## src/rtl/msi_cache_pkg.sv

```systemverilog
package msi_cache_pkg;

    typedef enum logic [1:0] {
        LN_INV = 2'd0,
        LN_SHR = 2'd1,
        LN_MOD = 2'd2
    } line_state_t;

    typedef enum logic [1:0] {
        FSM_IDLE,
        FSM_WRITEBACK,
        FSM_ACQUIRE,
        FSM_RESPOND
    } req_state_t;

    localparam logic [1:0] CMD_NONE = 2'd0;
    localparam logic [1:0] CMD_RD   = 2'd1;
    localparam logic [1:0] CMD_RDX  = 2'd2;
    localparam logic [1:0] CMD_WB   = 2'd3;

endpackage

```

## src/rtl/msi_line_store.sv

```systemverilog
module msi_line_store
    import msi_cache_pkg::*;
#(
    parameter int LINES  = 4,
    parameter int TAG_W  = 6,
    parameter int DATA_W = 8,
    localparam int IDX_W = $clog2(LINES)
) (
    input  logic              clk,
    input  logic              rst_n,
    input  logic [IDX_W-1:0]  cpu_idx,
    output line_state_t       cpu_st,
    output logic [TAG_W-1:0]  cpu_tag,
    output logic [DATA_W-1:0] cpu_data,
    input  logic [IDX_W-1:0]  snp_idx,
    output line_state_t       snp_st,
    output logic [TAG_W-1:0]  snp_tag,
    output logic [DATA_W-1:0] snp_data,
    input  logic              snp_upd_en,
    input  line_state_t       snp_upd_st,
    input  logic              loc_en,
    input  logic [TAG_W-1:0]  loc_tag,
    input  line_state_t       loc_st,
    input  logic              loc_data_en,
    input  logic [DATA_W-1:0] loc_data
);

    line_state_t       st_q   [LINES];
    logic [TAG_W-1:0]  tag_q  [LINES];
    logic [DATA_W-1:0] data_q [LINES];

    for (genvar i = 0; i < LINES; i++) begin : g_line
        always_ff @(posedge clk or negedge rst_n) begin
            if (!rst_n) begin
                st_q[i]   <= LN_INV;
                tag_q[i]  <= '0;
                data_q[i] <= '0;
            end else if (snp_upd_en && snp_idx == IDX_W'(i)) begin
                st_q[i] <= snp_upd_st;
            end else if (loc_en && cpu_idx == IDX_W'(i)) begin
                st_q[i]  <= loc_st;
                tag_q[i] <= loc_tag;
                if (loc_data_en) begin
                    data_q[i] <= loc_data;
                end
            end
        end
    end

    assign cpu_st   = st_q[cpu_idx];
    assign cpu_tag  = tag_q[cpu_idx];
    assign cpu_data = data_q[cpu_idx];
    assign snp_st   = st_q[snp_idx];
    assign snp_tag  = tag_q[snp_idx];
    assign snp_data = data_q[snp_idx];

endmodule

```

## src/rtl/msi_snoop_unit.sv

```systemverilog
module msi_snoop_unit
    import msi_cache_pkg::*;
#(
    parameter int TAG_W = 6
) (
    input  logic [1:0]       snp_cmd,
    input  logic [TAG_W-1:0] snp_tag,
    input  logic             snp_own,
    input  line_state_t      line_st,
    input  logic [TAG_W-1:0] line_tag,
    output logic             snp_hit,
    output logic             upd_en,
    output line_state_t      upd_st,
    output logic             flush
);

    logic is_rd;
    logic is_rdx;

    always_comb begin
        is_rd   = (snp_cmd == CMD_RD);
        is_rdx  = (snp_cmd == CMD_RDX);
        snp_hit = !snp_own && (is_rd || is_rdx) &&
                  (line_st != LN_INV) && (line_tag == snp_tag);
        flush   = snp_hit && (line_st == LN_MOD);
        upd_en  = snp_hit && (is_rdx || line_st == LN_MOD);
        upd_st  = is_rdx ? LN_INV : LN_SHR;
    end

endmodule

```

## src/rtl/msi_req_fsm.sv

```systemverilog
module msi_req_fsm
    import msi_cache_pkg::*;
#(
    parameter int TAG_W  = 6,
    parameter int IDX_W  = 2,
    parameter int DATA_W = 8,
    localparam int ADDR_W = TAG_W + IDX_W
) (
    input  logic              clk,
    input  logic              rst_n,
    input  logic              cpu_req,
    input  logic              cpu_we,
    input  logic [TAG_W-1:0]  cpu_tag,
    input  logic [IDX_W-1:0]  cpu_idx,
    input  logic [DATA_W-1:0] cpu_wdata,
    input  line_state_t       line_st,
    input  logic [TAG_W-1:0]  line_tag,
    input  logic [DATA_W-1:0] line_data,
    input  logic              snoop_touch,
    input  logic              bus_gnt,
    input  logic [DATA_W-1:0] bus_rdata,
    output logic              cpu_done,
    output logic [DATA_W-1:0] cpu_rdata,
    output logic              bus_req,
    output logic [1:0]        bus_cmd,
    output logic [ADDR_W-1:0] bus_addr,
    output logic [DATA_W-1:0] bus_wdata,
    output logic              loc_en,
    output logic [TAG_W-1:0]  loc_tag,
    output line_state_t       loc_st,
    output logic              loc_data_en,
    output logic [DATA_W-1:0] loc_data
);

    req_state_t        state_q, state_d;
    logic [DATA_W-1:0] rdata_q;
    logic              tag_hit, hit_path, victim_dirty, accept;

    always_comb begin
        tag_hit      = (line_st != LN_INV) && (line_tag == cpu_tag);
        hit_path     = tag_hit && (!cpu_we || line_st == LN_MOD);
        victim_dirty = (line_st == LN_MOD) && !tag_hit;
        accept       = cpu_req && !snoop_touch;
    end

    // state register
    always_ff @(posedge clk or negedge rst_n) begin
        if (!rst_n) begin
            state_q <= FSM_IDLE;
            rdata_q <= '0;
        end else begin
            state_q <= state_d;
            if (state_q == FSM_IDLE && accept && hit_path && !cpu_we) begin
                rdata_q <= line_data;
            end else if (state_q == FSM_ACQUIRE && bus_gnt) begin
                rdata_q <= cpu_we ? cpu_wdata : bus_rdata;
            end
        end
    end

    // next state
    always_comb begin
        state_d = state_q;
        unique case (state_q)
            FSM_IDLE: begin
                if (accept) begin
                    if (hit_path)          state_d = FSM_RESPOND;
                    else if (victim_dirty) state_d = FSM_WRITEBACK;
                    else                   state_d = FSM_ACQUIRE;
                end
            end
            FSM_WRITEBACK: begin
                if (snoop_touch)  state_d = FSM_IDLE;
                else if (bus_gnt) state_d = FSM_ACQUIRE;
            end
            FSM_ACQUIRE: begin
                if (bus_gnt) state_d = FSM_RESPOND;
            end
            FSM_RESPOND: state_d = FSM_IDLE;
        endcase
    end

    // outputs
    always_comb begin
        cpu_done    = 1'b0;
        cpu_rdata   = rdata_q;
        bus_req     = 1'b0;
        bus_cmd     = CMD_NONE;
        bus_addr    = '0;
        bus_wdata   = '0;
        loc_en      = 1'b0;
        loc_tag     = cpu_tag;
        loc_st      = LN_INV;
        loc_data_en = 1'b0;
        loc_data    = cpu_wdata;
        unique case (state_q)
            FSM_IDLE: begin
                if (accept && hit_path && cpu_we) begin
                    loc_en      = 1'b1;
                    loc_st      = LN_MOD;
                    loc_data_en = 1'b1;
                end
            end
            FSM_WRITEBACK: begin
                bus_req   = 1'b1;
                bus_cmd   = CMD_WB;
                bus_addr  = {line_tag, cpu_idx};
                bus_wdata = line_data;
                if (bus_gnt && !snoop_touch) begin
                    loc_en  = 1'b1;
                    loc_tag = line_tag;
                    loc_st  = LN_INV;
                end
            end
            FSM_ACQUIRE: begin
                bus_req  = 1'b1;
                bus_cmd  = cpu_we ? CMD_RDX : CMD_RD;
                bus_addr = {cpu_tag, cpu_idx};
                if (bus_gnt) begin
                    loc_en      = 1'b1;
                    loc_st      = cpu_we ? LN_MOD : LN_SHR;
                    loc_data_en = 1'b1;
                    loc_data    = cpu_we ? cpu_wdata : bus_rdata;
                end
            end
            FSM_RESPOND: cpu_done = 1'b1;
        endcase
    end

endmodule

```

## src/rtl/msi_cache_ctrl.sv

```systemverilog
module msi_cache_ctrl
    import msi_cache_pkg::*;
#(
    parameter int LINES  = 4,
    parameter int ADDR_W = 8,
    parameter int DATA_W = 8,
    localparam int IDX_W = $clog2(LINES),
    localparam int TAG_W = ADDR_W - IDX_W
) (
    input  logic              clk,
    input  logic              rst_n,
    input  logic              cpu_req,
    input  logic              cpu_we,
    input  logic [ADDR_W-1:0] cpu_addr,
    input  logic [DATA_W-1:0] cpu_wdata,
    output logic              cpu_done,
    output logic [DATA_W-1:0] cpu_rdata,
    output logic              bus_req,
    input  logic              bus_gnt,
    output logic [1:0]        bus_cmd,
    output logic [ADDR_W-1:0] bus_addr,
    output logic [DATA_W-1:0] bus_wdata,
    input  logic [DATA_W-1:0] bus_rdata,
    input  logic [1:0]        snp_cmd,
    input  logic [ADDR_W-1:0] snp_addr,
    input  logic              snp_own,
    output logic              flush_valid,
    output logic [DATA_W-1:0] flush_data
);

    line_state_t       cpu_st, snp_st, snp_upd_st, loc_st;
    logic [TAG_W-1:0]  cpu_line_tag, snp_line_tag, loc_tag;
    logic [DATA_W-1:0] cpu_line_data, snp_line_data, loc_data;
    logic              snp_hit, snp_upd_en, snp_flush, loc_en, loc_data_en;
    logic              snoop_touch;

    msi_line_store #(.LINES(LINES), .TAG_W(TAG_W), .DATA_W(DATA_W)) u_store (
        .clk, .rst_n,
        .cpu_idx     (cpu_addr[IDX_W-1:0]),
        .cpu_st      (cpu_st),
        .cpu_tag     (cpu_line_tag),
        .cpu_data    (cpu_line_data),
        .snp_idx     (snp_addr[IDX_W-1:0]),
        .snp_st      (snp_st),
        .snp_tag     (snp_line_tag),
        .snp_data    (snp_line_data),
        .snp_upd_en  (snp_upd_en),
        .snp_upd_st  (snp_upd_st),
        .loc_en      (loc_en),
        .loc_tag     (loc_tag),
        .loc_st      (loc_st),
        .loc_data_en (loc_data_en),
        .loc_data    (loc_data)
    );

    msi_snoop_unit #(.TAG_W(TAG_W)) u_snoop (
        .snp_cmd  (snp_cmd),
        .snp_tag  (snp_addr[ADDR_W-1:IDX_W]),
        .snp_own  (snp_own),
        .line_st  (snp_st),
        .line_tag (snp_line_tag),
        .snp_hit  (snp_hit),
        .upd_en   (snp_upd_en),
        .upd_st   (snp_upd_st),
        .flush    (snp_flush)
    );

    assign snoop_touch = snp_hit && (snp_addr[IDX_W-1:0] == cpu_addr[IDX_W-1:0]);
    assign flush_valid = snp_flush;
    assign flush_data  = snp_flush ? snp_line_data : '0;

    msi_req_fsm #(.TAG_W(TAG_W), .IDX_W(IDX_W), .DATA_W(DATA_W)) u_fsm (
        .clk, .rst_n,
        .cpu_req     (cpu_req),
        .cpu_we      (cpu_we),
        .cpu_tag     (cpu_addr[ADDR_W-1:IDX_W]),
        .cpu_idx     (cpu_addr[IDX_W-1:0]),
        .cpu_wdata   (cpu_wdata),
        .line_st     (cpu_st),
        .line_tag    (cpu_line_tag),
        .line_data   (cpu_line_data),
        .snoop_touch (snoop_touch),
        .bus_gnt     (bus_gnt),
        .bus_rdata   (bus_rdata),
        .cpu_done    (cpu_done),
        .cpu_rdata   (cpu_rdata),
        .bus_req     (bus_req),
        .bus_cmd     (bus_cmd),
        .bus_addr    (bus_addr),
        .bus_wdata   (bus_wdata),
        .loc_en      (loc_en),
        .loc_tag     (loc_tag),
        .loc_st      (loc_st),
        .loc_data_en (loc_data_en),
        .loc_data    (loc_data)
    );

endmodule

```

## config.mk

```make
export PLATFORM = sky130hd
export DESIGN_NAME = msi_cache_ctrl
export DESIGN_NICKNAME = d
export VERILOG_FILES = /design/src/rtl/msi_cache_pkg.sv /design/src/rtl/msi_line_store.sv /design/src/rtl/msi_snoop_unit.sv /design/src/rtl/msi_req_fsm.sv /design/src/rtl/msi_cache_ctrl.sv
export SDC_FILE = /design/constraint.sdc
export NUM_CORES = 1
export LEC_CHECK = 0
export BUFFER_PORTS_ARGS = -buffer_cell sky130_fd_sc_hd__buf_4
export CAP_MARGIN = 5
export CORE_MARGIN = 2
export CORE_UTILIZATION = 35
export CTS_CLUSTER_DIAMETER = 200
export DETAILED_ROUTE_END_ITERATION = 6
export PLACE_DENSITY = 0.59
export SYNTH_ARGS = -nofsm -noshare
export SYNTH_HDL_FRONTEND = slang
export SYNTH_SLANG_ARGS = --single-unit
```

## constraint.sdc

```tcl
create_clock -name clk -period 3.87 [get_ports clk]
set_clock_uncertainty 0.2 [all_clocks]
set_input_delay 0.387 -clock clk [delete_from_list [all_inputs] [get_ports clk]]
set_output_delay 0.387 -clock clk [all_outputs]
set_load 0.005 [all_outputs]
```

# Word-level counts from Yosys, hierarchy flattened
# Cells that the tools add are included.
# word_totals
ff_bits	74
inputBits	40
# classes
magnitude_cmp	2
eq_ne	19
muxes	56
bitwise	6
n_reduce_logical	52
# ops
operator	count
8-bit two-way mux	11
2-bit two-way mux	21
6-bit two-way mux	6
8-bit binary-select mux with 2-bit select	2
1-bit logical AND	25
6-bit binary-select mux with 2-bit select	2
2-bit == test, second input constant	9
8-bit case mux with 2 select lines	1
3-bit AND reduction	5
2-bit nonzero test	7
6-bit == test	2
2-bit binary-select mux with 2-bit select	2
2-bit by 1-bit == test with 1-bit output, second input constant	4
2-bit case mux with 2 select lines	2
2-bit case mux with 4 select lines	1
2-bit AND reduction	4
3-bit greater-or-equal comparator, second input constant	2
2-bit logical NOT	3
1-bit two-way mux	6
2-bit NOT with 3-bit output	2
1-bit logical NOT	4
1-bit NOT	4
1-bit logical OR	3
3-bit by 2-bit inequality test with 1-bit output, second input constant	1
6 further kinds	6

# Logic depth before layout (Yosys ltp)
# Gate-level depths: netlist of run 1.
# depth
depth_word	17
mapped_depth	11
mapped_depth_nobuf	9

# By module
# Synthesis of run 1 repeated with hierarchy kept, for this count alone.
# hier_totals
hier_cells	378
hier_area_um2	4778.3
# modules_own_cells
mod	n_inst	cells_per_inst	area_per_inst_um2
msi_line_store	1	207	3379.5
msi_req_fsm	1	140	1178.6
msi_snoop_unit	1	20	146.4
msi_cache_ctrl	1	11	73.8

# Worst setup path before layout of run 1
# Ideal clock, no wire load.
# synth_path
path_kind	in2reg
startpoint	in cpu_addr[1]
endpoint	reg u_store.data_q[0] in the netlist's numbering
setup_ps	125
arrival_ps	3042
required_time_ps	3545
slack_ps	502
stages	9
cell_sequence	buf_1 > mux4_2 > xor2_1 > or4_4 > o31a_1 > buf_6 > or3_1 > buf_6 > mux2_4
# synth_between
elab_chain_len	13
# synth_lines
item	line	text
start: declaration	msi_cache_ctrl.sv:14	input logic [ADDR_W-1:0] cpu_addr,
2-bit NOT with 3-bit output (not written as such)	msi_line_store.sv:50, msi_line_store.sv:51	
6-bit binary-select mux with 2-bit select / 2-bit binary-select mux with 2-bit select (equally long branches)	msi_line_store.sv:51, msi_line_store.sv:50	
6-bit two-way mux (not written as such) / 2-bit two-way mux (equally long branches) (2 in a row)	msi_line_store.sv:51, msi_line_store.sv:50	
6-bit == test (tied with other cells)	msi_req_fsm.sv:40	tag_hit = (line_st != LN_INV) && (line_tag == cpu_tag);
1-bit logical AND / 1-bit logical OR (equally long branches)	msi_req_fsm.sv:40, msi_req_fsm.sv:41	
1-bit logical AND	msi_req_fsm.sv:41	hit_path = tag_hit && (!cpu_we || line_st == LN_MOD);
1-bit logical AND (2 in a row)	msi_req_fsm.sv:98	if (accept && hit_path && cpu_we) begin
1-bit two-way mux	msi_req_fsm.sv:98	
1-bit case mux with 3 select lines	msi_req_fsm.sv:96	unique case (state_q)
1-bit logical AND	msi_line_store.sv:40	end else if (loc_en && cpu_idx == IDX_W'(i)) begin
3-bit AND reduction (no line) *	n/a	
end signal: indexed assignment	msi_line_store.sv:44	data_q[i] <= loc_data;
end: declaration	msi_line_store.sv:30	logic [DATA_W-1:0] data_q [LINES];
# Mark *: on every way between the ends. The rest lies on a longest branch, timed or not. The select of a mux whose other input is x is not followed.
# A chain may end at the register's enable or synchronous reset.

# Worst setup path after layout of run 1
# layout_path
startpoint	reg u_store.tag_q[5] in the netlist's numbering
endpoint	out flush_data[5]
# layout_between
elab_chain_len	7
# layout_lines
item	line	text
start: declaration	msi_line_store.sv:29	logic [TAG_W-1:0] tag_q [LINES];
start signal: indexed assignment	msi_line_store.sv:42	tag_q[i] <= loc_tag;
6-bit binary-select mux with 2-bit select	msi_line_store.sv:54	assign snp_tag = tag_q[snp_idx];
6-bit two-way mux (not written as such) (2 in a row)	msi_line_store.sv:54	
6-bit == test	msi_snoop_unit.sv:24	(line_st != LN_INV) && (line_tag == snp_tag);
1-bit logical AND	msi_snoop_unit.sv:24	
1-bit logical AND	msi_snoop_unit.sv:25	flush = snp_hit && (line_st == LN_MOD);
8-bit two-way mux	msi_cache_ctrl.sv:70	assign flush_data = snp_flush ? snp_line_data : '0;
end: declaration	msi_cache_ctrl.sv:28	output logic [DATA_W-1:0] flush_data
# Every way passes these cells. The select of a mux whose other input is x is not followed.

==> results of run 1 <==
==> synth_stat cells, types with 3 or more instances <==
master,count,share of area (%)
a211oi_2,3,0.79
a21oi_1,5,0.52
a22oi_1,6,0.94
and2_1,9,1.2
buf_1,4,0.31
buf_2,4,0.42
buf_6,3,0.71
clkbuf_1,12,0.94
dfrtp_1,74,39
ha_1,5,1.3
inv_1,13,1.0
mux2_1,9,2.1
mux2_2,63,15
mux2_4,8,2.5
mux2i_1,10,2.1
mux4_2,30,14
nand2_1,18,1.4
nand2b_1,4,0.52
nand3_1,4,0.42
nor2_1,10,0.79
nor2b_1,21,2.7
nor3_1,4,0.42
o21a_1,3,0.47
o21ai_0,16,1.7
or2_2,3,0.39
or3_1,5,0.65
xnor2_1,11,2.0
xor2_1,3,0.55
==> cell type report <==
type	count	area, µm²
Clock buffer	11	253
Inverter	13	48.8
Multi-Input combinational cell	275	2760
Sequential cell	74	1850
Timing Repair Buffer	90	676
Tap cell	176	220
Clock inverter	5	28.8
Fill cell	1197	7450
==> logic make-up (layout without fill, tap and decap cells) <==
family / count (synthesis) / after routing / share of synthesized area, %
DFF: 74 / 74 / 38.8
adders and majority gates: 5 / 5 / 1.31
xor gates and xnor gates: 14 / 14 / 2.57
AOI/OAI and AO/OA: 47 / 47 / 6.81
buffers and inverters: 36 / 119 / 3.40
muxes: 122 / 122 / 36.8
and+or+nand+nor: 87 / 87 / 10.3
==> metrics by stage <==
| step | hold WS, ps | area [µm²] | cells |
|---|---|---|---|
| floorplan | -109 | 4780 | 385 |
| global placement | 287 | 5560 | 628 |
| detailed placement | 304 | 5560 | 628 |
| CTS | 34.8 | 5840 | 644 |
| global route | 67.3 | 5840 | 644 |
| finish | -15.3 | 5840 | 644 |
==> critical path, delay by kind of cell, from the launching register on <==
kind	cells	cell delay, ps
xor+xnor	1	170
buf+inv	1	160
flops	1	390
mux	1	500
simple gates	4	1380
==> flip-flops by register name, indices dropped and copies added (netlist names) <==
register	cells
u_store.data_q	32
u_store.tag_q	24
u_store.st_q	8
u_fsm.state_q	2
u_fsm.cpu_rdata	8
==> power by group <==
part / leakage [nW] / internal [mW] / switching, mW
sequential: 0.909 / 1.15 / 0.294
clock: 0.145 / 0.466 / 0.337
combinational: 1.48 / 1.01 / 0.719
==> final timing paths <==
path / from / end / slack, ps / depth (start not counted)
worst min register to register: u_store.data_q[30] / u_store.data_q[30] / 310 / 1
worst min-delay path: rst_n / u_store.data_q[14] / -20 / 1
min in group clk: bus_rdata[5] / u_fsm.cpu_rdata[5] / 240 / 5
worst max register to register: u_store.tag_q[7] / u_store.data_q[24] / 450 / 7
max in group asynchronous: rst_n / u_store.st_q[7] / 2850 / 1
worst max-delay path: u_store.tag_q[5] / flush_data[5] / 340 / 7
==> layer usage <==
layer | up-vias | share of wire [%]
li1 | 1582 | -
met1 | 1754 | 48
met2 | 99 | 46
met3 | 11 | 4.7
met4 | 0 | 1.1
met5 | - | 0
==> flow_summary.ini, run 1 <==
[detailed_routing]
viasPerCell = 5.35
num_vias = 3446
antenna_left = 0
dr.pass1.iters = 4
wire_per_inst_um = 20.0
initialDrtViolationCount = 280
drt-total-wl_mm = 12.9
drc = 0

[yosys]
ys_ff_latch = 74
syn-num-nets = 430
postSynthAreaPerCell_um2 = 12.4
seq_area_frac_synth_pct = 38.8
syn_area_um2 = 4780
synth_edf_count = 0
synth-async-reset-ratio_pct = 100
yosysWarnings = 0
postSynthCellCount = 385
synth_cell_types = 45
synth_top_flop_cell = dfrtp_1

[timing]
slew_violations = 0
setup_slack_ps = 338
timing.final.crit_share_pct = 91.3
worst_pin_slew_ps = 963
max_slew_margin_pct = 35.8
tns_ps = 0
fin_hold_ws_ps = -15.3
period_minus_slack_ps = 3530
hold_viol_final = 7
final-setup-viol-count = 0
fmaxAchievable_mhz = 283
rsz0062_at_grt = false

[placement]
globalplace.congestion = 0.863
placement.io_buffers = 76
place_ws_ps = 218
dpl.hpwl_mm = 9.68

[finish]
final_nets = 508
diodes = 0
final_cell_mix = buf_4 (90), dfrtp_1 (74), mux2_2 (63)
synthToLayoutAreaGrowth_pct = 22.3
mostFrequentLayoutCell = buf_4
utilization_pct = 43.9
drive_above_1_share_pct = 46.8

[power_and_ir_drop]
p_per_area_nw_per_um2 = 682
p_leak_nw = 2.53
peakVddDrop_uv = 328
p_total_mw = 3.98

[flow_run]
maxCapViolations = 0

[worst_setup_path]
cp-end-kind = output pin
cp-start-kind = register
crit_required_ps = 3280
path_max_fanout = 9
path_cells = mux4_2 -> xnor2_1 -> nand4_1 -> or3_1 -> or2_2 -> nor2b_1 -> buf_4
max_stage_delay_ps = 510
crit_arrival_ps = 2940
slowest_stage = or3_1
critPathKind = reg2out

[global_routing]
use_met3_pct = 3.58
grt_pass1_wl_mm = 20.7
antenna_found_initial = 0
grtUsageTotal_pct = 18.8
grt_max_degree = 75
grt_util_met2_pct = 29.2
top_usage_layer = met2
overflow = 0
grt_pass1_vias = 3621
grt_use_met1_pct = 27.1

[clock_tree]
cts_setup_buffers = 0
htreeDepth = 3
cts_root_buffer = clkbuf_16
clock_sinks = 74
numCtsBuffers = 9
tritoncts = yes
cts_resized = 0
path_clk_slew_ps = 60
ctsLongestPathBuffers = 2
hold_buffers = 0
clk_latency_ps = 340

[die]
ioPinCount = 77
start_util_pct = 35.9
die_w_um = 121
die_h_um = 121
core_um2 = 13300
rows = 42
die_area_um2 = 14600

[worst_hold_path]
holdCritPathClass = in2async

[outcome]
status = complete, but fails checks
violations = negative hold slack
Note: power is estimated with default switching activity, not from simulation.
==> run 2, diff against run 1 <==
--- a/config.mk
+++ b/config.mk
@@ -5,13 +5,14 @@
 export SDC_FILE = /design/constraint.sdc
 export NUM_CORES = 1
 export LEC_CHECK = 0
-export BUFFER_PORTS_ARGS = -buffer_cell sky130_fd_sc_hd__buf_4
 export CAP_MARGIN = 5
 export CORE_MARGIN = 2
 export CORE_UTILIZATION = 35
 export CTS_CLUSTER_DIAMETER = 200
 export DETAILED_ROUTE_END_ITERATION = 6
-export PLACE_DENSITY = 0.59
+export DONT_BUFFER_PORTS = 1
+export GPL_TIMING_DRIVEN = 0
+export PLACE_DENSITY = 0.54
 export SYNTH_ARGS = -nofsm -noshare
 export SYNTH_HDL_FRONTEND = slang
 export SYNTH_SLANG_ARGS = --single-unit
==> run 2 against run 1 <==
  * The run now ends clean
  * Critical path depth increased by 1
  * Register-to-register slack worse by 290 ps
  * Combinational power fell by 12%
  * First-iteration DRC count decreased by 40%
  * Routed wire length down 3.2%
  * Sequential share of layout area grew 2.7 points
  * Maximum frequency shrank 4.7%
  * Global-route usage decreased by 0.86 points
  * Cell area fell by 7.7%
  * Via count shrank 5.9%
  * Die area unchanged
  * Final cell count shrank 10%
  * Largest cell class unchanged
==> flow_summary.ini, run 2 (synthesis results as in run 1) <==
[detailed_routing]
dr.pass1.iters = 5
initialDrtViolationCount = 167
top_layer = met4
wire_per_inst_um = 21.6
antenna_left = 0
viasPerCell = 5.60
met1Wirelength_mm = 5.70
dr_wl_met2_mm = 5.90
drc = 0
drt-total-wl_mm = 12.5
routed-wl-met3_um = 655
num_vias = 3244

[worst_setup_path]
cp-start-kind = register
slowest_stage = a211oi_2
crit_required_ps = 3900
cp-end-kind = register
path_cells = mux4_1 -> xnor2_1 -> o2111ai_1 -> or4_4 -> o31a_1 -> buf_6 -> a211oi_2 -> mux2_2
critPathKind = reg2reg
ff2ff_path_depth = 8
max_stage_delay_ps = 650
crit_arrival_ps = 3730
path_max_fanout = 10

[finish]
final_nets = 443
diodes = 0
mostFrequentLayoutCell = dfrtp_1
largest-register = u_store.data_q
drive_above_1_share_pct = 33.7
final_cell_mix = dfrtp_1 (74), mux2_2 (63), mux4_2 (30)
top_regs = u_store.data_q (32), u_store.tag_q (24)
utilization_pct = 40.5
final_area_um2 = 5390
largest_reg_flops = 32
synthToLayoutAreaGrowth_pct = 12.8
fin_cells = 579

[clock_tree]
ctsLongestPathBuffers = 2
numCtsBuffers = 9
htreeDepth = 3
clock_sinks = 74
path_clk_slew_ps = 60
clk_latency_ps = 340
cts_root_buffer = clkbuf_16
tritoncts = yes
cts_setup_buffers = 0
cts_resized = 0

[timing]
timing.final.crit_share_pct = 95.8
fmaxAchievable_mhz = 270
period_minus_slack_ps = 3710
rsz0062_at_grt = true
worst_pin_slew_ps = 914
slew_violations = 0
tns_ps = 0
final-setup-viol-count = 0
max_slew_margin_pct = 38.8
hold_viol_final = 0

[global_routing]
grtUsageTotal_pct = 17.9
grt_pass1_vias = 3369
antenna_found_initial = 0
grt_pass1_wl_mm = 19.5
grt_max_degree = 75
overflow = 0

[placement]
globalplace.congestion = 0.767
dp_cells = 561
placed_cell_area_um2 = 5000
dpl.hpwl_mm = 9.00
placement.io_buffers = 0

[die]
rows = 42
ioPinCount = 77
die_h_um = 121
die_area_um2 = 14600
start_util_pct = 35.9
die_w_um = 121
core_um2 = 13300

[worst_hold_path]
holdCritPathClass = in2reg
min_path_cells = 2

[flow_run]
maxCapViolations = 0

[power_and_ir_drop]
p_leak_nw = 2.17
peakVddDrop_uv = 233
p_per_area_nw_per_um2 = 734

[outcome]
status = finished, final reports clean
run 2: changes by cell type in the layout (fill, tap and decap cells not counted), sizes merged:
cell,previous run,this run
clkinvlp,0,1
bufinv,0,3
clkbuf,11,24
dlygate4sd3,0,1
buf,90,12
clkinv,5,0
run 2: power by group:
| part | internal (mW) | switching (mW) |
|---|---|---|
| clock | 0.665 | 0.329 |
| sequential | 1.16 | 0.286 |
| combinational | 0.844 | 0.677 |
| total | 2.66 | 1.29 |
run 2: layout make-up:
| class | instances | area [µm²] |
|---|---|---|
| Timing Repair Buffer | 2 | 37.5 |
| Sequential cell | 74 | 1850 |
| Tap cell | 176 | 220 |
| Clock buffer | 12 | 256 |
| Inverter | 13 | 48.8 |
| Multi-Input combinational cell | 275 | 2760 |
| Clock inverter | 4 | 97.6 |
| Buffer | 23 | 114 |
| Fill cell | 1229 | 7910 |
run 2: timing repair:
| action | in CTS | in global routing |
|---|---|---|
| hold buffers | 2 | 0 |
| endpoints found under the setup margin | 0 | 1 |
| hold endpoints to repair | 74 | 0 |
run 2: routing by layer:
layer	global-route usage, %	up-vias
met4	7.34	0
met2	27.8	77
li1	-	1454
met3	3.58	13
met5	0	-
met1	24.5	1700
run 2: worst max-delay path: cells and delay by family (launching register included):
| family | cells | cell delay, ps |
|---|---|---|
| compound gates | 3 | 1170 |
| buf+inv | 1 | 170 |
| flops | 1 | 390 |
| xor+xnor | 1 | 210 |
| mux | 2 | 970 |
| simple gates | 1 | 480 |
run 2: final timing paths:
| check | start | endpoint | slack [ps] |
|---|---|---|---|
| setup / recovery | u_store.tag_q[12] | u_store.tag_q[8] | 160 |
| hold / removal | bus_gnt | u_fsm.state_q[1] | 100 |
| setup reg to reg | u_store.tag_q[12] | u_store.tag_q[8] | 160 |
| hold reg to reg | u_store.data_q[14] | u_store.data_q[14] | 310 |
| max in group asynchronous | rst_n | u_store.tag_q[10] | 2770 |
| min in group asynchronous | rst_n | u_store.data_q[4] | 390 |
run 2: through the flow:
step / power (mW) / setup slack, ps / hold WS, ps
floorplan: 2.56 / 502 / -109
global placement: 2.89 / -86.4 / -107
detailed placement: 2.95 / -82.4 / -107
CTS: 3.98 / 149 / 88.0
global route: 4.19 / -0.766 / 114
finish: 3.96 / 163 / 95.9
==> run 3, diff against run 2 <==
--- a/config.mk
+++ b/config.mk
@@ -12,7 +12,9 @@
 export DETAILED_ROUTE_END_ITERATION = 6
 export DONT_BUFFER_PORTS = 1
 export GPL_TIMING_DRIVEN = 0
+export MAX_ROUTING_LAYER = met4
 export PLACE_DENSITY = 0.54
+export RECOVER_POWER = 25
 export SYNTH_ARGS = -nofsm -noshare
 export SYNTH_HDL_FRONTEND = slang
 export SYNTH_SLANG_ARGS = --single-unit
==> run 3 against run 2 <==
  * The run now ends with max-capacitance violations, max-slew violations left
  * Cell area decreased by 0.42%
  * Count of clock-buffer cells in the layout stayed put
  * Routed wire length about the same
  * Critical path type unchanged
  * Critical endpoint is now u_store.tag_q[13]
==> flow_summary.ini, run 3 (synthesis results as in run 1) <==
[finish]
fillCellCount = 1230
largest-register = u_store.data_q
drive_above_1_share_pct = 33.7
mostFrequentLayoutCell = dfrtp_1
final_nets = 443
final_area_um2 = 5370
final_cell_mix = dfrtp_1 (74), mux2_2 (63), mux4_2 (30)
utilization_pct = 40.4
synthToLayoutAreaGrowth_pct = 12.3
diodes = 0
top_regs = u_store.data_q (32), u_store.tag_q (24)
largest_reg_flops = 32

[die]
core_um2 = 13300
die_h_um = 121
die_w_um = 121
rows = 42
ioPinCount = 77
die_area_um2 = 14600
start_util_pct = 35.9

[timing]
worst_pin_slew_ps = 1890
timing.final.crit_share_pct = 96.2
max_slew_margin_pct = -26.1
tns_ps = 0
hold_viol_final = 0
rsz0062_at_grt = true
final-setup-viol-count = 0
fmaxAchievable_mhz = 269
period_minus_slack_ps = 3720
slew_violations = 75

[global_routing]
grt_pass1_wl_mm = 19.5
grt_max_degree = 75
antenna_found_initial = 0
grt_pass1_vias = 3368
grtUsageTotal_pct = 18.4
overflow = 0

[detailed_routing]
drc = 0
num_vias = 3260
antenna_left = 0
dr.pass1.iters = 6
drt-total-wl_mm = 12.5
viasPerCell = 5.63
initialDrtViolationCount = 178
wire_per_inst_um = 21.5

[placement]
dpl.hpwl_mm = 9.00
placement.io_buffers = 0
globalplace.congestion = 0.777
placed_cell_area_um2 = 5000

[worst_hold_path]
holdCritPathClass = in2reg

[outcome]
status = complete, but fails checks
violations = max-capacitance violations, max-slew violations

[clock_tree]
tritoncts = yes
path_clk_slew_ps = 60
numCtsBuffers = 9
ctsLongestPathBuffers = 2
htreeDepth = 3
clock_sinks = 74
cts_root_buffer = clkbuf_16
cts_setup_buffers = 0
clk_latency_ps = 340

[power_and_ir_drop]
p_per_area_nw_per_um2 = 737
p_leak_nw = 2.16
peakVddDrop_uv = 231

[worst_setup_path]
path_max_fanout = 10
slowest_stage = a211oi_2
path_cells = mux4_1 -> xnor2_1 -> o2111ai_1 -> or4_4 -> o31a_1 -> buf_6 -> a211oi_2 -> mux2_2
crit_arrival_ps = 3740
cp-end-kind = register
crit_family = compound AO/OA/AOI/OAI gates
max_stage_delay_ps = 670
cp_num_buf_inv = 1
critPathKind = reg2reg
crit_required_ps = 3890
cp-start-kind = register

[flow_run]
maxCapViolations = 1
==> run 3: cell types whose count changed in the layout (fill, tap and decap cells not counted), sizes merged <==
cell	before	now
buf	12	11
clkbuf	24	25
==> run 3: final timing paths <==
| kind | startpoint | to | slack [ps] | cells after the start |
|---|---|---|---|---|
| setup / recovery | u_store.tag_q[12] | u_store.tag_q[13] | 150 | 8 |
| hold reg to reg | u_store.data_q[14] | u_store.data_q[14] | 310 | 1 |
| min in group asynchronous | rst_n | u_store.data_q[4] | 910 | 2 |
| max in group asynchronous | rst_n | u_store.tag_q[3] | 1450 | 2 |
| setup reg to reg | u_store.tag_q[12] | u_store.tag_q[13] | 150 | 8 |
| hold / removal | bus_gnt | u_fsm.state_q[1] | 100 | 2 |
==> run 3: power breakdown <==
| part | internal (mW) | leakage [nW] | switching (mW) |
|---|---|---|---|
| sequential | 1.16 | 0.909 | 0.285 |
| clock | 0.665 | 0.169 | 0.331 |
| combinational | 0.842 | 1.08 | 0.678 |
==> run 3: layout make-up <==
type	count	area [µm²]	share of cell area [%]
multi-input cells	275	2760	51.5
flip-flops and latches	74	1850	34.5
clock buffers	12	256	4.78
well taps	176	220	4.10
plain buffers	23	114	2.12
clock inverters	4	97.6	1.82
inverters	13	48.8	0.909
repair buffers	2	15.0	0.280
==> run 3: per-layer routing <==
metal,vias up,track usage (%),share of wire (%)
met5,-,-,0
met4,0,7.34,2.1
met3,16,3.49,4.8
met2,80,27.7,47
met1,1699,24.6,46
li1,1465,-,-
==> run 3: stage by stage <==
stage | setup WS, ps | std cells | hold slack [ps] | total power [mW]
detailed placement | -82.4 | 561 | -107 | 2.95
global placement | -86.4 | 561 | -107 | 2.89
finish | 147 | 579 | 96.3 | 3.96
CTS | 149 | 579 | 88.0 | 3.98
global route | -0.805 | 579 | 114 | 4.19
floorplan | 502 | 385 | -109 | 2.56
==> run 3: repair_timing <==
item	4_1_cts	5_1_grt
hold endpoints to repair	74	0
resized for setup	0	0
hold buffers	2	0
endpoints found under the setup margin	0	1
